### src/rtl/tmr_pkg.sv
package tmr_pkg;

    localparam int unsigned DW = 32;

    // control word bit positions (software visible)
    localparam int unsigned B_EN  = 0;
    localparam int unsigned B_RS  = 1;
    localparam int unsigned B_LD  = 2;
    localparam int unsigned B_IE  = 3;
    localparam int unsigned B_IP  = 4;
    localparam int unsigned B_CH  = 5;
    localparam int unsigned B_DH  = 6;

    typedef enum logic [1:0] {
        W_VAL  = 2'd0,
        W_RLD  = 2'd1,
        W_CTL  = 2'd2,
        W_NONE = 2'd3
    } word_e;

    typedef struct packed {
        logic dh;
        logic ch;
        logic ip;
        logic ie;
        logic rs;
        logic en;
    } ch_ctl_t;

    function automatic logic [DW-1:0] ctl_to_word(ch_ctl_t c);
        logic [DW-1:0] w;
        w = '0;
        w[B_EN] = c.en;
        w[B_RS] = c.rs;
        w[B_IE] = c.ie;
        w[B_IP] = c.ip;
        w[B_CH] = c.ch;
        w[B_DH] = c.dh;
        return w;
    endfunction

    function automatic logic [DW-1:0] cap_word(int unsigned nch, int unsigned base);
        logic [DW-1:0] w;
        w = '0;
        w[2:0] = 3'(nch);
        w[7:3] = 5'(base);
        w[8]   = 1'b1;
        w[9]   = 1'b1;
        return w;
    endfunction

endpackage

### src/rtl/tmr_prescaler.sv
module tmr_prescaler #(
    parameter int unsigned PW = 16
) (
    input  logic          clk,
    input  logic          rst,
    input  logic          wr_val,
    input  logic          wr_rld,
    input  logic [PW-1:0] wdata,
    output logic          tick,
    output logic [PW-1:0] cnt_o,
    output logic [PW-1:0] rld_o
);
    logic [PW-1:0] cnt_q;
    logic [PW-1:0] rld_q;

    always_ff @(posedge clk) begin
        if (rst) begin
            cnt_q <= '0;
            rld_q <= '0;
        end else if (wr_rld) begin
            rld_q <= wdata;
            cnt_q <= wdata;
        end else if (wr_val) begin
            cnt_q <= wdata;
        end else if (cnt_q == '0) begin
            cnt_q <= rld_q;
        end else begin
            cnt_q <= cnt_q - 1'b1;
        end
    end

    assign tick  = (cnt_q == '0);
    assign cnt_o = cnt_q;
    assign rld_o = rld_q;
endmodule

### src/rtl/tmr_channel.sv
module tmr_channel
    import tmr_pkg::*;
#(
    parameter int unsigned CW = 32
) (
    input  logic          clk,
    input  logic          rst,
    input  logic          tick,
    input  logic          wr_cnt,
    input  logic          wr_rld,
    input  logic          wr_ctl,
    input  logic [CW-1:0] wdata,
    output logic [CW-1:0] cnt_o,
    output logic [CW-1:0] rld_o,
    output ch_ctl_t       ctl_o,
    output logic          irq
);
    logic [CW-1:0] cnt_q;
    logic [CW-1:0] rld_q;
    ch_ctl_t       ctl_q;
    logic          step;
    logic          expire;

    // a bus write to this channel's counter or control consumes the tick
    always_comb begin
        step   = tick && ctl_q.en && !wr_cnt && !wr_ctl;
        expire = step && (cnt_q == '0);
    end

    always_ff @(posedge clk) begin
        if (rst) begin
            cnt_q <= '0;
        end else if (wr_cnt) begin
            cnt_q <= wdata;
        end else if (wr_ctl && wdata[B_LD]) begin
            cnt_q <= rld_q;
        end else if (expire) begin
            if (ctl_q.rs) cnt_q <= rld_q;
        end else if (step) begin
            cnt_q <= cnt_q - 1'b1;
        end
    end

    always_ff @(posedge clk) begin
        if (rst) rld_q <= '0;
        else if (wr_rld) rld_q <= wdata;
    end

    always_ff @(posedge clk) begin
        if (rst) begin
            ctl_q <= '0;
        end else if (wr_ctl) begin
            ctl_q.en <= wdata[B_EN];
            ctl_q.rs <= wdata[B_RS];
            ctl_q.ie <= wdata[B_IE];
            ctl_q.ch <= wdata[B_CH];
            ctl_q.dh <= wdata[B_DH];
            ctl_q.ip <= wdata[B_IP] ? 1'b0 : ctl_q.ip;
        end else if (expire) begin
            if (ctl_q.ie) ctl_q.ip <= 1'b1;
            if (!ctl_q.rs) ctl_q.en <= 1'b0;
        end
    end

    always_ff @(posedge clk) begin
        if (rst) irq <= 1'b0;
        else     irq <= expire && ctl_q.ie;
    end

    assign cnt_o = cnt_q;
    assign rld_o = rld_q;
    assign ctl_o = ctl_q;
endmodule

### src/rtl/tmr_rdmux.sv
module tmr_rdmux
    import tmr_pkg::*;
#(
    parameter int unsigned NCH = 2,
    parameter int unsigned CW  = 32,
    parameter int unsigned PW  = 16
) (
    input  logic [7:0]    addr,
    input  logic [PW-1:0] pre_cnt,
    input  logic [PW-1:0] pre_rld,
    input  logic [DW-1:0] cap,
    input  logic [CW-1:0] cnt  [NCH],
    input  logic [CW-1:0] rld  [NCH],
    input  logic [DW-1:0] ctlw [NCH],
    output logic [DW-1:0] data
);
    logic [3:0] slot;
    word_e      word;

    always_comb begin
        slot = addr[7:4];
        word = word_e'(addr[3:2]);
        data = '0;
        if (addr[1:0] == 2'b00) begin
            if (slot == 4'd0) begin
                case (word)
                    W_VAL:   data = DW'(pre_cnt);
                    W_RLD:   data = DW'(pre_rld);
                    W_CTL:   data = cap;
                    default: data = '0;
                endcase
            end
            for (int i = 0; i < int'(NCH); i++) begin
                if (slot == 4'(i + 1)) begin
                    case (word)
                        W_VAL:   data = DW'(cnt[i]);
                        W_RLD:   data = DW'(rld[i]);
                        W_CTL:   data = ctlw[i];
                        default: data = '0;
                    endcase
                end
            end
        end
    end
endmodule

### src/rtl/tmr_unit.sv
module tmr_unit
    import tmr_pkg::*;
#(
    parameter int unsigned NCH      = 2,
    parameter int unsigned IRQ_BASE = 8,
    parameter int unsigned CW       = 32,
    parameter int unsigned PW       = 16
) (
    input  logic           clk,
    input  logic           rst,
    input  logic           sel,
    input  logic           we,
    input  logic [7:0]     addr,
    input  logic [31:0]    wdata,
    output logic [31:0]    rdata,
    output logic [NCH-1:0] irq
);
    localparam logic [DW-1:0] CAP = cap_word(NCH, IRQ_BASE);

    logic          wr_ok;
    word_e         word;
    logic          tick;
    logic [PW-1:0] pre_cnt;
    logic [PW-1:0] pre_rld;
    logic [CW-1:0] cnt  [NCH];
    logic [CW-1:0] rld  [NCH];
    logic [DW-1:0] ctlw [NCH];
    logic [DW-1:0] rd_mux;
    logic [NCH-1:0] ip_vec;
    logic [NCH-1:0] en_vec;
    logic [NCH-1:0] rs_vec;

    assign wr_ok = sel && we && (addr[1:0] == 2'b00);
    assign word  = word_e'(addr[3:2]);

    tmr_prescaler #(.PW(PW)) u_pre (
        .clk    (clk),
        .rst    (rst),
        .wr_val (wr_ok && addr[7:4] == 4'd0 && word == W_VAL),
        .wr_rld (wr_ok && addr[7:4] == 4'd0 && word == W_RLD),
        .wdata  (wdata[PW-1:0]),
        .tick   (tick),
        .cnt_o  (pre_cnt),
        .rld_o  (pre_rld)
    );

    for (genvar i = 0; i < NCH; i++) begin : g_ch
        logic    hit;
        ch_ctl_t ctl;
        assign hit = wr_ok && (addr[7:4] == 4'(i + 1));

        tmr_channel #(.CW(CW)) u_ch (
            .clk    (clk),
            .rst    (rst),
            .tick   (tick),
            .wr_cnt (hit && word == W_VAL),
            .wr_rld (hit && word == W_RLD),
            .wr_ctl (hit && word == W_CTL),
            .wdata  (wdata[CW-1:0]),
            .cnt_o  (cnt[i]),
            .rld_o  (rld[i]),
            .ctl_o  (ctl),
            .irq    (irq[i])
        );

        assign ctlw[i]   = ctl_to_word(ctl);
        assign ip_vec[i] = ctl.ip;
        assign en_vec[i] = ctl.en;
        assign rs_vec[i] = ctl.rs;
    end

    tmr_rdmux #(.NCH(NCH), .CW(CW), .PW(PW)) u_rd (
        .addr    (addr),
        .pre_cnt (pre_cnt),
        .pre_rld (pre_rld),
        .cap     (CAP),
        .cnt     (cnt),
        .rld     (rld),
        .ctlw    (ctlw),
        .data    (rd_mux)
    );

    always_ff @(posedge clk) begin
        if (rst) rdata <= '0;
        else     rdata <= (sel && !we) ? rd_mux : '0;
    end
endmodule

### config.mk
export PLATFORM = sky130hd
export DESIGN_NAME = tmr_unit
export DESIGN_NICKNAME = d
export VERILOG_FILES = /design/src/rtl/tmr_pkg.sv /design/src/rtl/tmr_prescaler.sv /design/src/rtl/tmr_channel.sv /design/src/rtl/tmr_rdmux.sv /design/src/rtl/tmr_unit.sv
export SDC_FILE = /design/constraint.sdc
export NUM_CORES = 1
export LEC_CHECK = 0
export ABC_CLOCK_PERIOD_IN_PS = 3400
export BUFFER_PORTS_ARGS = -buffer_cell sky130_fd_sc_hd__clkbuf_2
export CAP_MARGIN = 10
export CORE_AREA = 5 5 201 203
export CTS_CLUSTER_SIZE = 16
export DETAILED_ROUTE_END_ITERATION = 6
export DIE_AREA = 0 0 206 208
export HOLD_SLACK_MARGIN = 0.08
export PLACE_DENSITY_LB_ADDON = 0.1
export SLEW_MARGIN = 15
export SYNTH_ARGS = -nofsm -noshare
export SYNTH_HDL_FRONTEND = slang
export SYNTH_SLANG_ARGS = --single-unit
### constraint.sdc
create_clock -name clk -period 3.4 [get_ports clk]
set_clock_uncertainty 0.1 [all_clocks]
set_input_delay 0.51 -clock clk [delete_from_list [all_inputs] [get_ports clk]]
set_output_delay 0.51 -clock clk [all_outputs]
set_load 0.01 [all_outputs]
Yosys cells after proc, flatten, opt, wreduce, memory -nomap -nowiden:

Cells that the tools add are included.

* bits in registers: 206
* input bits: 44

* add/subtract/negate cells: 3
* equality and inequality tests: 10
* muxes and demuxes: 32
* bitwise logic cells: 2
* reduce and logical (&&, ||, !) cells: 50

Operators by type and width (number)
* $mux W32: 13
* $pmux W32 S3: 2
* $logic_not A32 Y1: 2
* $sub A32 B1 Y32 const B: 2
* $mux W16: 3
* $pmux W16 S3: 1
* $logic_and A1 B1 Y1: 26
* $logic_not A16 Y1: 1
* $sub A16 B1 Y16 const B: 1
* $mux W1: 13
* $ne A4 B2 Y1 const B: 2
* $reduce_and A2 Y1: 4
* $reduce_bool A2 Y1: 4
* $reduce_bool A4 Y1: 2
* $reduce_and A3 Y1: 2
* $logic_not A1 Y1: 5
* $eq A4 B1 Y1 const B: 1
* $eq A4 B2 Y1 const B: 1
* $logic_not A2 Y1: 2
* $logic_not A4 Y1: 1
* $ne A2 B1 Y1 const B: 2
* $ne A2 B2 Y1 const B: 2
* $reduce_or A3 Y1: 1
* $eq A2 B1 Y1 const B: 1
* 2 further kinds: 3

Longest topological paths before layout:

* word-level depth: 11
* depth in mapped cells: 11

By module:

A second synthesis with hierarchy kept.

* cells, all modules: 1532
* area, all modules: 12608.3 µm²

Modules (own cells, without submodules)
* tmr_channel: times used 2, cells an instance 447, area an instance 3712.3 µm²
* tmr_rdmux: times used 1, cells an instance 371, area an instance 2542.4 µm²
* tmr_prescaler: times used 1, cells an instance 182, area an instance 1627.8 µm²
* tmr_unit: times used 1, cells an instance 85, area an instance 1013.5 µm²

Least setup slack after synthesis:

OpenSTA, ideal clock, no wires.

* kind: input port to flip-flop
* from: in addr[5]
* to: reg g_ch[0].u_ch.cnt_q[19]
* arrival: 2.532 ns
* setup slack: 0.636 ns
* cell stages on the path: 9
* buffers on the path: 3
* cells stage by stage: or4b_1 clkbuf_1 nor3_2 nand2_1 a21boi_1 buf_2 buf_2 o211ai_1 a21oi_1

* longest elaborated chain between the ends: 10
* elaborated cells between the ends (all ways): 16
* classes of those cells: eq/ne: 2; mux: 3; reduce/logical: 11

RTL lines
* start: declaration: line tmr_unit.sv:13 `input logic [7:0] addr,`
* $eq A4 B1 Y1 (*): line tmr_unit.sv:50 `assign hit = wr_ok && (addr[7:4] == 4'(i + 1));`
* $logic_and A1 B1 Y1 (*): line tmr_unit.sv:50
* $logic_and A1 B1 Y1: line tmr_unit.sv:56 `.wr_cnt (hit && word == W_VAL),`
* $logic_not A1 Y1: line tmr_channel.sv:26 `step = tick && ctl_q.en && !wr_cnt && !wr_ctl;`
* $logic_and A1 B1 Y1 (2 in a row): line tmr_channel.sv:26
* $logic_and A1 B1 Y1: line tmr_channel.sv:27 `expire = step && (cnt_q == '0);`
* $mux W32: line tmr_channel.sv:37 `end else if (expire) begin`
* $mux W32: line tmr_channel.sv:35 `end else if (wr_ctl && wdata[B_LD]) begin`
* $mux W32: line tmr_channel.sv:33 `end else if (wr_cnt) begin`
* end signal: assignment: line tmr_channel.sv:34 `cnt_q <= wdata;`
* end signal: assignment: line tmr_channel.sv:36 `cnt_q <= rld_q;`
* end signal: assignment: line tmr_channel.sv:38 `if (ctl_q.rs) cnt_q <= rld_q;`
* end: declaration: line tmr_channel.sv:18 `logic [CW-1:0] cnt_q;`

Mark *: on every way between the ends. The rest lies on a longest branch, timed or not.
A chain may end at the register's enable or synchronous reset.

Worst setup path after layout:

* from: reg g_ch[0].u_ch.cnt_q[25]
* to: reg g_ch[0].u_ch.cnt_q[24]

* longest elaborated chain between the ends: 5
* elaborated cells between the ends (all ways): 8
* classes of those cells: eq/ne: 1; mux: 3; reduce/logical: 4

RTL lines (line)
* $logic_not A32 Y1 (*): tmr_channel.sv:27
* $logic_and A1 B1 Y1 (*): tmr_channel.sv:27
* $mux W32: tmr_channel.sv:37
* $mux W32: tmr_channel.sv:35
* $mux W32: tmr_channel.sv:33

Marks and branches as above.

==> out/results.ini <==
[worst_setup_path]
crit_family = simple AND/OR/NAND/NOR gates
slowest_delay_ps = 600
crit_type = reg -> reg
slowest_stage = or4_1
worstPathCellList = or4_1, or3_1, nor4_1, buf_4, o31ai_4, nor2_2, buf_12, a22oi_1, a21oi_1
worst-path-buf-inv = 2
cp-start-kind = register
cp.arrival_ps = 3550
cp_max_fo = 24
required_ps = 3760
cp-end-kind = register

[power_and_ir_drop]
finalPower_w = 0.00636
internal_power_w = 0.00455
max-vdd-ir-drop_mv = 0.378
pwr-share-clk_pct = 43.7
combPwrFrac_pct = 16.0
p_leak_nw = 4.84
pwr-share-seq_pct = 40.3
p_per_area_nw_per_um2 = 478
p_sw_share_pct = 28.4
p_sw_w = 0.00180

[clock_network]
postCtsSetupRepairBufs = 0
cts_tree = done
cts_sinks = 206
ctsRootBufferMaster = clkbuf_16
clock_path_buffers = 3
clkTransAtPathRegs_ps = 60
clk_latency_ps = 550
cts_buffers = 27
cts_htree_levels = 1
cts_hold_buf = 0
cts-resized-gates = 0

[job]
cap_violations = 0

[global_routing]
grt_start_max_net_pins = 137
grt_pass1_wl_um = 68000
antenna_found_initial = 1
grt_pass1_vias = 10400
grt_overflow = 0
grt_use_total_pct = 20.5

[logic_synthesis]
dominantRegCellSynth = dfxtp_1
synth_cells = 1435
ys_seq_elements = 206
yosysSeqAreaShare_pct = 36.4
async_flop_share_pct = 0
syn_area_um2 = 11300
synthDistinctLibCells = 71
synth_edf_count = 0
mappedNetlistNets = 1483
synth_top_area_cell = dfxtp_1
synth_area_per_cell_um2 = 7.88
synth_most_common_cell = nand2_1
synthTopCellsByCount = nand2_1, dfxtp_1, a21oi_1
synth_area_leaders = dfxtp_1, nand2_1, a21oi_1
synth.top_cell.area_share_pct = 36.4
synth_warnings = 0

[finish]
seqCellArea_um2 = 4120
layout.nets = 1538
area_delta_synth_final_pct = 17.4
final_area_um2 = 13300
diodes = 0
drive_gt1_share_pct = 15.8
stdcell_count = 2022
multi_input_area_um2 = 6650
fillCellCount = 4023

[floorplanning]
core_um2 = 38300
die_y_um = 208
start_util_pct = 29.6
io_pins = 78
dieWidth_um = 206
dieArea_um2 = 42800
num_rows = 72

[status]
status = finished, final reports clean

[timing]
min_period_over_period_pct = 93.8
max_freq_mhz = 314
report.final.setup_viol = 0
slew_headroom_pct = 39.1
hold_slack_ps = 192
grt_setup_unrepaired = no
post-route-min-period_ps = 3190
drv_slew = 0
hold_viol_final = 0
setup_tns_ps = 0
worstMarginPinSlew_ps = 914

[routing]
vias = 10800
remaining_drc_errors = 0
drt-wirelength-per-cell_um = 22.1
routed_wl_um = 44700
viasPerCell = 5.34
drt_iter0_markers = 931
drtPass1Iterations = 5
ant_nets = 0

[placed_design]
dpl_cell_area_um2 = 12500
io_buffers = 77
routabilityCongestion = 0.883
hpwl_um = 31900
dpl.cell_count = 1979

[hold_path]
min_path_type = in -> reg

sequential cells by signal, summed over array words and instances, names as in the netlist:
signal	flops
u_pre.cnt_o	16
g_ch.u_ch.irq	2
rdata	32
g_ch.u_ch.cnt_o	64
u_pre.rld_o	16
g_ch.u_ch.rld_o	64
g_ch.u_ch.ctl_o	12
worst paths after layout:
path | start | end | slack (ps) | depth (start not counted)
min reg2reg | g_ch[0].u_ch.ctl_o[4] | g_ch[0].u_ch.ctl_o[4] | 360 | 2
max | g_ch[0].u_ch.cnt_o[25] | g_ch[0].u_ch.cnt_o[24] | 210 | 9
max reg2reg | g_ch[0].u_ch.cnt_o[25] | g_ch[0].u_ch.cnt_o[24] | 210 | 9
min | wdata[24] | g_ch[1].u_ch.rld_o[24] | 190 | 3
metal layers:
layer | wire [µm] | GRT usage, % | vias to the layer above
li1 | - | - | 5237
met1 | 21700 | 30.8 | 5186
met2 | 19300 | 30.6 | 300
met3 | 2450 | 2.85 | 63
met4 | 1160 | 5.55 | 2
met5 | 13 | 0 | -
tightest hold or removal path, cell delays in order:
cell and delay [ps]:
clkbuf_2 140, nand2_1 70, a21oi_1 50
placed cells by master, fill, tap and decap left out, types with 23 or more instances in the layout:
cell type,n
dfxtp_1,206
nor3_1,33
nor2_1,109
a21oi_1,173
buf_4,64
clkbuf_16,27
nand2_1,266
clkbuf_2,75
mux2i_1,77
nor4_1,23
xnor2_1,48
o211ai_1,46
a22oi_1,48
o21ai_0,51
stage by stage:
stage	utilization (%)	setup WS (ps)
after floorplan	-	636
after global placement	32.5	257
after detailed placement	32.5	212
after CTS	34.7	180
after global routing	34.7	44.6
final	34.7	211
layout make-up:
type                            count  share of cell area [%]
Inverter                           11                   0.311
Clock buffer                       37                    5.67
Tap cell                          518                    4.88
Multi-Input combinational cell   1098                    50.1
Clock inverter                      6                   0.603
Sequential cell                   206                    31.0
Timing Repair Buffer              146                    7.43
power by group through the flow:
stage / logic, W / clock network, W / registers, W
2_1_floorplan: 0.000689 / 0 / 0.00259
3_3_place_gp: 0.00101 / 0 / 0.00261
3_5_place_dp: 0.00101 / 0 / 0.00261
4_1_cts: 0.00102 / 0.00284 / 0.00256
5_1_grt: 0.00112 / 0.00294 / 0.00257
6_report: 0.00102 / 0.00278 / 0.00256
cells by family (layout without fill, tap and decap cells):
| group | count (synthesis) | in the layout | share of synthesized area (%) |
|---|---|---|---|
| compound gates | 409 | 409 | 23.7 |
| buf+inv | 131 | 200 | 5.15 |
| fa+ha+maj | 4 | 4 | 0.442 |
| simple gates | 545 | 545 | 22.5 |
| mux | 80 | 80 | 7.11 |
| flops | 206 | 206 | 36.4 |
| xor+xnor | 60 | 60 | 4.64 |
No activity file was read; power rests on OpenSTA's default activity.
